File: src/rtl/flash_cmd_pkg.sv
package flash_cmd_pkg;

  localparam logic [15:0] UNLOCK_ADDR_A = 16'h5555;
  localparam logic [15:0] UNLOCK_ADDR_B = 16'h2AAA;

  localparam logic [7:0] KEY_FIRST   = 8'hAA;
  localparam logic [7:0] KEY_SECOND  = 8'h55;
  localparam logic [7:0] OPC_PROGRAM = 8'hA0;
  localparam logic [7:0] OPC_ERASE   = 8'h80;
  localparam logic [7:0] OPC_SECTOR  = 8'h30;
  localparam logic [7:0] OPC_CHIP    = 8'h10;
  localparam logic [7:0] OPC_ID_IN   = 8'h90;
  localparam logic [7:0] OPC_ID_OUT  = 8'hF0;

  localparam logic [7:0] VENDOR_CODE = 8'hBF;
  localparam logic [7:0] PART_BASE   = 8'hD4;

  typedef enum logic [1:0] {
    OP_PROG  = 2'd0,
    OP_SECT  = 2'd1,
    OP_CHIP  = 2'd2
  } op_e;

  typedef enum logic [2:0] {
    SQ_KEY1  = 3'd0,
    SQ_KEY2  = 3'd1,
    SQ_CMD   = 3'd2,
    SQ_DATA  = 3'd3,
    SQ_KEY3  = 3'd4,
    SQ_KEY4  = 3'd5,
    SQ_ERCMD = 3'd6
  } seq_e;

endpackage

File: src/rtl/flash_seq.sv
module flash_seq
  import flash_cmd_pkg::*;
#(
  parameter int ADDR_W = 16,
  parameter int IDX_W  = 8
) (
  input  logic              clk,
  input  logic              rst_n,
  input  logic              wr_cyc,
  input  logic              busy,
  input  logic [ADDR_W-1:0] addr,
  input  logic [7:0]        wdata,
  output logic              start,
  output op_e               start_kind,
  output logic [IDX_W-1:0]  start_idx,
  output logic [7:0]        start_data,
  output logic              id_mode,
  output seq_e              state
);

  seq_e state_q, state_d;
  logic id_q, id_d;
  logic at_a, at_b;

  assign at_a = (addr == ADDR_W'(UNLOCK_ADDR_A));
  assign at_b = (addr == ADDR_W'(UNLOCK_ADDR_B));

  always_comb begin
    state_d    = state_q;
    id_d       = id_q;
    start      = 1'b0;
    start_kind = OP_PROG;
    if (wr_cyc && !busy) begin
      state_d = SQ_KEY1;
      unique case (state_q)
        SQ_KEY1: begin
          if (at_a && wdata == KEY_FIRST) state_d = SQ_KEY2;
          else id_d = 1'b0;
        end
        SQ_KEY2: begin
          if (at_b && wdata == KEY_SECOND) state_d = SQ_CMD;
          else id_d = 1'b0;
        end
        SQ_CMD: begin
          if (at_a && wdata == OPC_PROGRAM)     state_d = SQ_DATA;
          else if (at_a && wdata == OPC_ERASE)  state_d = SQ_KEY3;
          else if (at_a && wdata == OPC_ID_IN)  id_d = 1'b1;
          else                                  id_d = 1'b0;
        end
        SQ_DATA: begin
          start      = 1'b1;
          start_kind = OP_PROG;
        end
        SQ_KEY3: begin
          if (at_a && wdata == KEY_FIRST) state_d = SQ_KEY4;
          else id_d = 1'b0;
        end
        SQ_KEY4: begin
          if (at_b && wdata == KEY_SECOND) state_d = SQ_ERCMD;
          else id_d = 1'b0;
        end
        SQ_ERCMD: begin
          if (wdata == OPC_SECTOR) begin
            start      = 1'b1;
            start_kind = OP_SECT;
          end else if (at_a && wdata == OPC_CHIP) begin
            start      = 1'b1;
            start_kind = OP_CHIP;
          end else begin
            id_d = 1'b0;
          end
        end
        default: id_d = 1'b0;
      endcase
    end
  end

  always_ff @(posedge clk) begin
    if (!rst_n) begin
      state_q <= SQ_KEY1;
      id_q    <= 1'b0;
    end else begin
      state_q <= state_d;
      id_q    <= id_d;
    end
  end

  assign start_idx  = addr[IDX_W-1:0];
  assign start_data = wdata;
  assign id_mode    = id_q;
  assign state      = state_q;

endmodule

File: src/rtl/flash_busy.sv
module flash_busy
  import flash_cmd_pkg::*;
#(
  parameter int IDX_W       = 8,
  parameter int CNT_W       = 6,
  parameter int PROG_CYCLES = 8,
  parameter int SECT_CYCLES = 24,
  parameter int CHIP_CYCLES = 40
) (
  input  logic             clk,
  input  logic             rst_n,
  input  logic             start,
  input  op_e              start_kind,
  input  logic [IDX_W-1:0] start_idx,
  input  logic [7:0]       start_data,
  input  logic             rd_cyc,
  output logic             busy,
  output logic             commit,
  output op_e              op_kind,
  output logic [IDX_W-1:0] op_idx,
  output logic [7:0]       op_data,
  output logic [7:0]       status,
  output logic [CNT_W-1:0] cnt
);

  localparam logic [CNT_W-1:0] LEN_PROG = CNT_W'(PROG_CYCLES);
  localparam logic [CNT_W-1:0] LEN_SECT = CNT_W'(SECT_CYCLES);
  localparam logic [CNT_W-1:0] LEN_CHIP = CNT_W'(CHIP_CYCLES);

  logic             busy_q;
  logic [CNT_W-1:0] cnt_q;
  logic             tog_q;
  op_e              kind_q;
  logic [IDX_W-1:0] idx_q;
  logic [7:0]       data_q;
  logic [CNT_W-1:0] load_len;

  always_comb begin
    unique case (start_kind)
      OP_SECT: load_len = LEN_SECT;
      OP_CHIP: load_len = LEN_CHIP;
      default: load_len = LEN_PROG;
    endcase
  end

  always_ff @(posedge clk) begin
    if (!rst_n) begin
      busy_q <= 1'b0;
      cnt_q  <= '0;
      tog_q  <= 1'b0;
      kind_q <= OP_PROG;
      idx_q  <= '0;
      data_q <= '0;
    end else if (start && !busy_q) begin
      busy_q <= 1'b1;
      cnt_q  <= load_len;
      tog_q  <= 1'b0;
      kind_q <= start_kind;
      idx_q  <= start_idx;
      data_q <= start_data;
    end else if (busy_q) begin
      if (cnt_q == CNT_W'(1)) busy_q <= 1'b0;
      cnt_q <= cnt_q - CNT_W'(1);
      if (rd_cyc) tog_q <= ~tog_q;
    end
  end

  assign busy    = busy_q;
  assign commit  = busy_q && (cnt_q == CNT_W'(1));
  assign op_kind = kind_q;
  assign op_idx  = idx_q;
  assign op_data = data_q;
  assign cnt     = cnt_q;
  assign status  = {(kind_q == OP_PROG) ? ~data_q[7] : 1'b0, tog_q, 6'b0};

endmodule

File: src/rtl/flash_array.sv
module flash_array
  import flash_cmd_pkg::*;
#(
  parameter int DEPTH        = 256,
  parameter int SECTOR_BYTES = 64
) (
  input  logic                     clk,
  input  logic                     rst_n,
  input  logic                     commit,
  input  op_e                      kind,
  input  logic [$clog2(DEPTH)-1:0] idx,
  input  logic [7:0]               data,
  input  logic [$clog2(DEPTH)-1:0] rd_idx,
  output logic [7:0]               rd_byte
);

  localparam int IDX_W = $clog2(DEPTH);
  localparam int SEC_W = $clog2(SECTOR_BYTES);

  logic [DEPTH-1:0][7:0] cells;

  for (genvar g = 0; g < DEPTH; g++) begin : g_cell
    localparam logic [IDX_W-1:0] GI = IDX_W'(g);
    logic [7:0] cell_q;
    logic       hit_prog;
    logic       hit_erase;

    assign hit_prog  = commit && (kind == OP_PROG) && (idx == GI);
    assign hit_erase = commit && ((kind == OP_CHIP) ||
                       ((kind == OP_SECT) && (idx[IDX_W-1:SEC_W] == GI[IDX_W-1:SEC_W])));

    always_ff @(posedge clk) begin
      if (!rst_n)         cell_q <= 8'hFF;
      else if (hit_erase) cell_q <= 8'hFF;
      else if (hit_prog)  cell_q <= cell_q & data;
    end

    assign cells[g] = cell_q;
  end

  assign rd_byte = cells[rd_idx];

endmodule

File: src/rtl/flash_cmd_dev.sv
module flash_cmd_dev
  import flash_cmd_pkg::*;
#(
  parameter int ADDR_W       = 16,
  parameter int MEM_DEPTH    = 256,
  parameter int SECTOR_BYTES = 64,
  parameter int DENSITY_SEL  = 0,
  parameter int PROG_CYCLES  = 8,
  parameter int SECT_CYCLES  = 24,
  parameter int CHIP_CYCLES  = 40
) (
  input  logic              clk,
  input  logic              rst_n,
  input  logic              ce_n,
  input  logic              oe_n,
  input  logic              we_n,
  input  logic [ADDR_W-1:0] addr,
  input  logic [7:0]        wdata,
  output logic [7:0]        rdata,
  output logic              rvalid
);

  localparam int IDX_W   = $clog2(MEM_DEPTH);
  localparam int LONG_PS = (PROG_CYCLES > SECT_CYCLES) ? PROG_CYCLES : SECT_CYCLES;
  localparam int LONGEST = (LONG_PS > CHIP_CYCLES) ? LONG_PS : CHIP_CYCLES;
  localparam int CNT_W   = $clog2(LONGEST + 1);
  localparam logic [7:0] PART_CODE = PART_BASE + 8'(DENSITY_SEL);

  logic             wr_cyc, rd_cyc;
  logic             start, busy, commit, id_mode;
  op_e              start_kind, op_kind;
  logic [IDX_W-1:0] start_idx, op_idx;
  logic [7:0]       start_data, op_data, status, arr_byte, id_byte;
  logic [CNT_W-1:0] cnt;
  seq_e             seq_state;

  assign wr_cyc = !ce_n && !we_n && oe_n;
  assign rd_cyc = !ce_n && !oe_n && we_n;

  flash_seq #(.ADDR_W(ADDR_W), .IDX_W(IDX_W)) u_seq (
    .clk        (clk),
    .rst_n      (rst_n),
    .wr_cyc     (wr_cyc),
    .busy       (busy),
    .addr       (addr),
    .wdata      (wdata),
    .start      (start),
    .start_kind (start_kind),
    .start_idx  (start_idx),
    .start_data (start_data),
    .id_mode    (id_mode),
    .state      (seq_state)
  );

  flash_busy #(
    .IDX_W(IDX_W), .CNT_W(CNT_W), .PROG_CYCLES(PROG_CYCLES),
    .SECT_CYCLES(SECT_CYCLES), .CHIP_CYCLES(CHIP_CYCLES)
  ) u_busy (
    .clk        (clk),
    .rst_n      (rst_n),
    .start      (start),
    .start_kind (start_kind),
    .start_idx  (start_idx),
    .start_data (start_data),
    .rd_cyc     (rd_cyc),
    .busy       (busy),
    .commit     (commit),
    .op_kind    (op_kind),
    .op_idx     (op_idx),
    .op_data    (op_data),
    .status     (status),
    .cnt        (cnt)
  );

  flash_array #(.DEPTH(MEM_DEPTH), .SECTOR_BYTES(SECTOR_BYTES)) u_array (
    .clk     (clk),
    .rst_n   (rst_n),
    .commit  (commit),
    .kind    (op_kind),
    .idx     (op_idx),
    .data    (op_data),
    .rd_idx  (addr[IDX_W-1:0]),
    .rd_byte (arr_byte)
  );

  always_comb begin
    if (addr == ADDR_W'(0))      id_byte = VENDOR_CODE;
    else if (addr == ADDR_W'(1)) id_byte = PART_CODE;
    else                         id_byte = 8'h00;
  end

  always_ff @(posedge clk) begin
    if (!rst_n) begin
      rdata  <= 8'h00;
      rvalid <= 1'b0;
    end else begin
      rvalid <= rd_cyc;
      if (rd_cyc) begin
        if (busy)         rdata <= status;
        else if (id_mode) rdata <= id_byte;
        else              rdata <= arr_byte;
      end
    end
  end

endmodule

File: config.mk
export PLATFORM = sky130hd
export DESIGN_NAME = flash_cmd_dev
export DESIGN_NICKNAME = d
export VERILOG_FILES = /design/src/rtl/flash_cmd_pkg.sv /design/src/rtl/flash_seq.sv /design/src/rtl/flash_busy.sv /design/src/rtl/flash_array.sv /design/src/rtl/flash_cmd_dev.sv
export SDC_FILE = /design/constraint.sdc
export NUM_CORES = 2
export LEC_CHECK = 0
export ABC_AREA = 1
export BUFFER_PORTS_ARGS = -buffer_cell sky130_fd_sc_hd__buf_2
export CAP_MARGIN = 15
export CELL_PAD_IN_SITES_DETAIL_PLACEMENT = 0
export CELL_PAD_IN_SITES_GLOBAL_PLACEMENT = 2
export CORE_UTILIZATION = 39
export CTS_CLUSTER_DIAMETER = 120
export DETAILED_ROUTE_END_ITERATION = 8
export PLACE_DENSITY = 0.81
export SYNTH_ARGS = -nofsm -noshare
export SYNTH_HDL_FRONTEND = slang
export SYNTH_SLANG_ARGS = --single-unit
export TNS_END_PERCENT = 1
File: constraint.sdc
create_clock -name clk -period 4.84 [get_ports clk]
set_input_delay 0.726 -clock clk [delete_from_list [all_inputs] [get_ports clk]]
set_output_delay 0.726 -clock clk [all_outputs]
set_load 0.1 [all_outputs]
==> impl_metrics.ini <==
[grt]
gr-total-overflow = 0
antenna_found_initial = 11
grt_pass1_vias = 77600
grt-busiest-layer = met2
grt_pass1_wl_um = 505000
track_usage = 0.288
use_met1 = 0.398
use_met3 = 0.0384
grt_max_degree = 140
use_met2 = 0.467

[logic_synthesis]
synth_ff_type = dfxtp_1
ys_warn_count = 0
synthMuxAreaShare = 0
synth-xor-area-share = 0.000400
synth-simple-area-share = 0.302
synth_seq_cells = 2087
syn_avg_cell_area_um2 = 6.76
synth-adder-area-share = 0.000285
synth_edf_count = 0
syn_inst = 13000
async_reset_ff_frac = 0
synth_top_family_by_area = simple AND/OR/NAND/NOR gates
netlist_area_um2 = 87700
synth_compound_area_frac = 0.149
synthDistinctLibCells = 37
ys_seq_area_frac = 0.477
synth_nets = 13000

[finish]
drive_gt1_frac = 0.0502
regArea_um2 = 41800
multiInputGateArea_um2 = 39700
postLayoutCoreUtil = 0.440
layout.cells.non_filler = 15700
post-route-cell-area_um2 = 98100
nFillCells = 23200
nNetsFinal = 12500
area_delta_synth_final_pct = 11.9

[critical_path]
crit_chain = inv_1 > nor4_2 > buf_12 > nand2_1 > o21ai_0 > nand2_1
required_ns = 5.57
slowest_stage = nor4_2
critPathLaunchType = flop
critical_path.max_fanout = 90
critPathTopFamily = simple AND/OR/NAND/NOR gates
crit_top_cell = nand2_1
critPathKind = flop to flop
cp.arrival_ns = 4.13
critPathBufInv = 2
slowest_delay_ns = 0.86
end_kind = flop
reg2reg_slack_ns = 1.44

[route]
totalWireLength_um = 336000
drt_first_iter_violations = 7421
drcViolationCount = 0
drt-wirelength-per-cell_um = 21.4
drtPass1Iterations = 8
ant_nets = 0
vias_per_cell = 5.28
dr_total_vias = 82800

[clock_network]
cts_resized = 0
cts_setup_buffers = 0
cts-root-buf = clkbuf_16
cts_tree = yes
cts_buffer_depth = 3
clk_pin_slew_ns = 0.06
cts_buffers = 233
cts_hold_buffers = 0
cts.sinks = 2087
clock_latency_ns = 0.87
h-tree-depth = 4

[hold_path]
worstHoldPathType = input port to flop

[flow_run]
drv_cap = 0

[placement]
hpwl_um = 195000
portBuffers = 37
place_inst = 15200
routabilityCongestion = 0.831
placed_area_um2 = 90000

[power_and_ir_drop]
switching_share = 0.245
power_density_nw_per_um2 = 390
p_leak_nw = 44.1
pwr-share-seq = 0.449
switchingPower_mw = 9.37
peakVddDrop_v = 0.000323
combPwrFrac = 0.064
clock_power_share = 0.486
intPower_mw = 28.9

[floorplan]
die-width_um = 476
ioPinCount = 38
fp.dieH_um = 476
start_util = 0.394
placementRows = 173
core-area_um2 = 223000
die-area_um2 = 227000

[timing]
fmax_mhz = 294
min_period_ns = 3.40
maxSlewViolCount = 0
max_slew_margin = 0.233
rsz0062_at_grt = false
hold_viol = 0
skew_ns = 0.0325
max_slew.worst_pin.slew_ns = 1.15
setup_viol = 0
fin_setup_tns_ns = 0
finalCritPeriodShare = 0.703

[run_status]
status = finished clean
kinds of logic (layout without fill, tap and decap cells):
family,after synthesis,in the layout
compound gates,2578,2578
other cells,0,5
fa+ha+maj,2,2
simple gates,6796,6796
buf+inv,1501,1239
flops,2087,2087
xor+xnor,4,4
cells in the final DEF (no fill, tap or decap), types with 5 or more instances in the layout:
cell,netlist,layout
nor4_1,8,7
inv_1,585,581
dfxtp_1,2087,2079
clkinv_2,0,45
nand2_1,5344,5330
o211ai_1,41,41
o21ai_0,2256,2256
diode_2,0,5
a31oi_1,12,12
nor2_4,4,7
o21ai_1,18,18
nand3b_1,10,10
clkbuf_8,0,63
nor3_1,5,5
clkbuf_1,588,58
nand2_2,1,11
dfxtp_4,0,8
nor2_1,792,789
buf_12,0,80
a21oi_1,243,239
buf_2,194,33
nand3_1,579,579
buf_4,61,99
nand4_1,46,46
bufinv_16,0,19
clkbuf_16,0,243
registers in the layout, summed over array words and instances, names as in the netlist, 2 cells and up:
signal,flops
u_seq.state,3
u_busy.op_idx,8
rdata,8
u_busy.op_kind,2
u_busy.cnt,6
u_array.g_cell.cell_q,2048
u_busy.op_data,8
routing by layer:
layer	up-vias	wire length [um]
met5	-	0
met4	0	9440
met3	461	18900
met2	2202	153000
met1	39900	155000
li1	40300	-
worst paths after layout:
path / startpoint / to / depth (start not counted)
max: u_busy.busy / u_array.g_cell[57].cell_q[7] / 6
min: wdata[0] / u_busy.op_data[0] / 3
max reg2reg: u_busy.busy / u_array.g_cell[57].cell_q[7] / 6
min reg2reg: u_array.g_cell[190].cell_q[5] / u_array.g_cell[190].cell_q[5] / 2
cell usage after synthesis (46+ instances only):
master,number,share of area
nand4_1,46,0.0033
dfxtp_1,2087,0.48
o21ai_0,2256,0.13
inv_1,585,0.025
buf_2,194,0.011
a21oi_1,243,0.014
nor2_1,792,0.034
clkbuf_1,588,0.025
buf_4,61,0.0052
nand3_1,579,0.033
nand2_1,5344,0.23
through the flow:
stage / setup WS, ns / hold WS [ns] / total power [mW]
3_5_place_dp: 0.871 / 0.445 / 20.0
2_1_floorplan: 2.47 / 0.433 / 19.1
5_1_grt: 1.32 / 0.136 / 39.4
4_1_cts: 1.52 / 0.0956 / 38.5
6_report: 1.44 / 0.149 / 38.2
3_3_place_gp: 0.791 / 0.439 / 20.0
tightest hold or removal path: cells and delay by family:
family,cells,cell delay (ns)
AOI/OAI and AO/OA,1,0.06
buffers and inverters,2,0.20
power by group through the flow:
stage                     clock network (mW)  logic, mW  registers [mW]
final                                   18.6       2.46            17.2
after global routing                    19.6       2.66            17.2
after CTS                               18.9       2.45            17.2
after detailed placement                   0       2.45            17.6
after global placement                     0       2.46            17.6
after floorplan                            0       1.48            17.6
area by class of cell:
cell class | count | share of cell area
repair buffers | 215 | 0.0260
inverters | 590 | 0.0228
well taps | 2975 | 0.0380
flip-flops and latches | 2087 | 0.426
clock inverters | 70 | 0.00890
clock buffers | 364 | 0.0731
diodes | 5 | 0.000128
multi-input cells | 9380 | 0.405
Note: power is estimated with default switching activity, not from simulation.
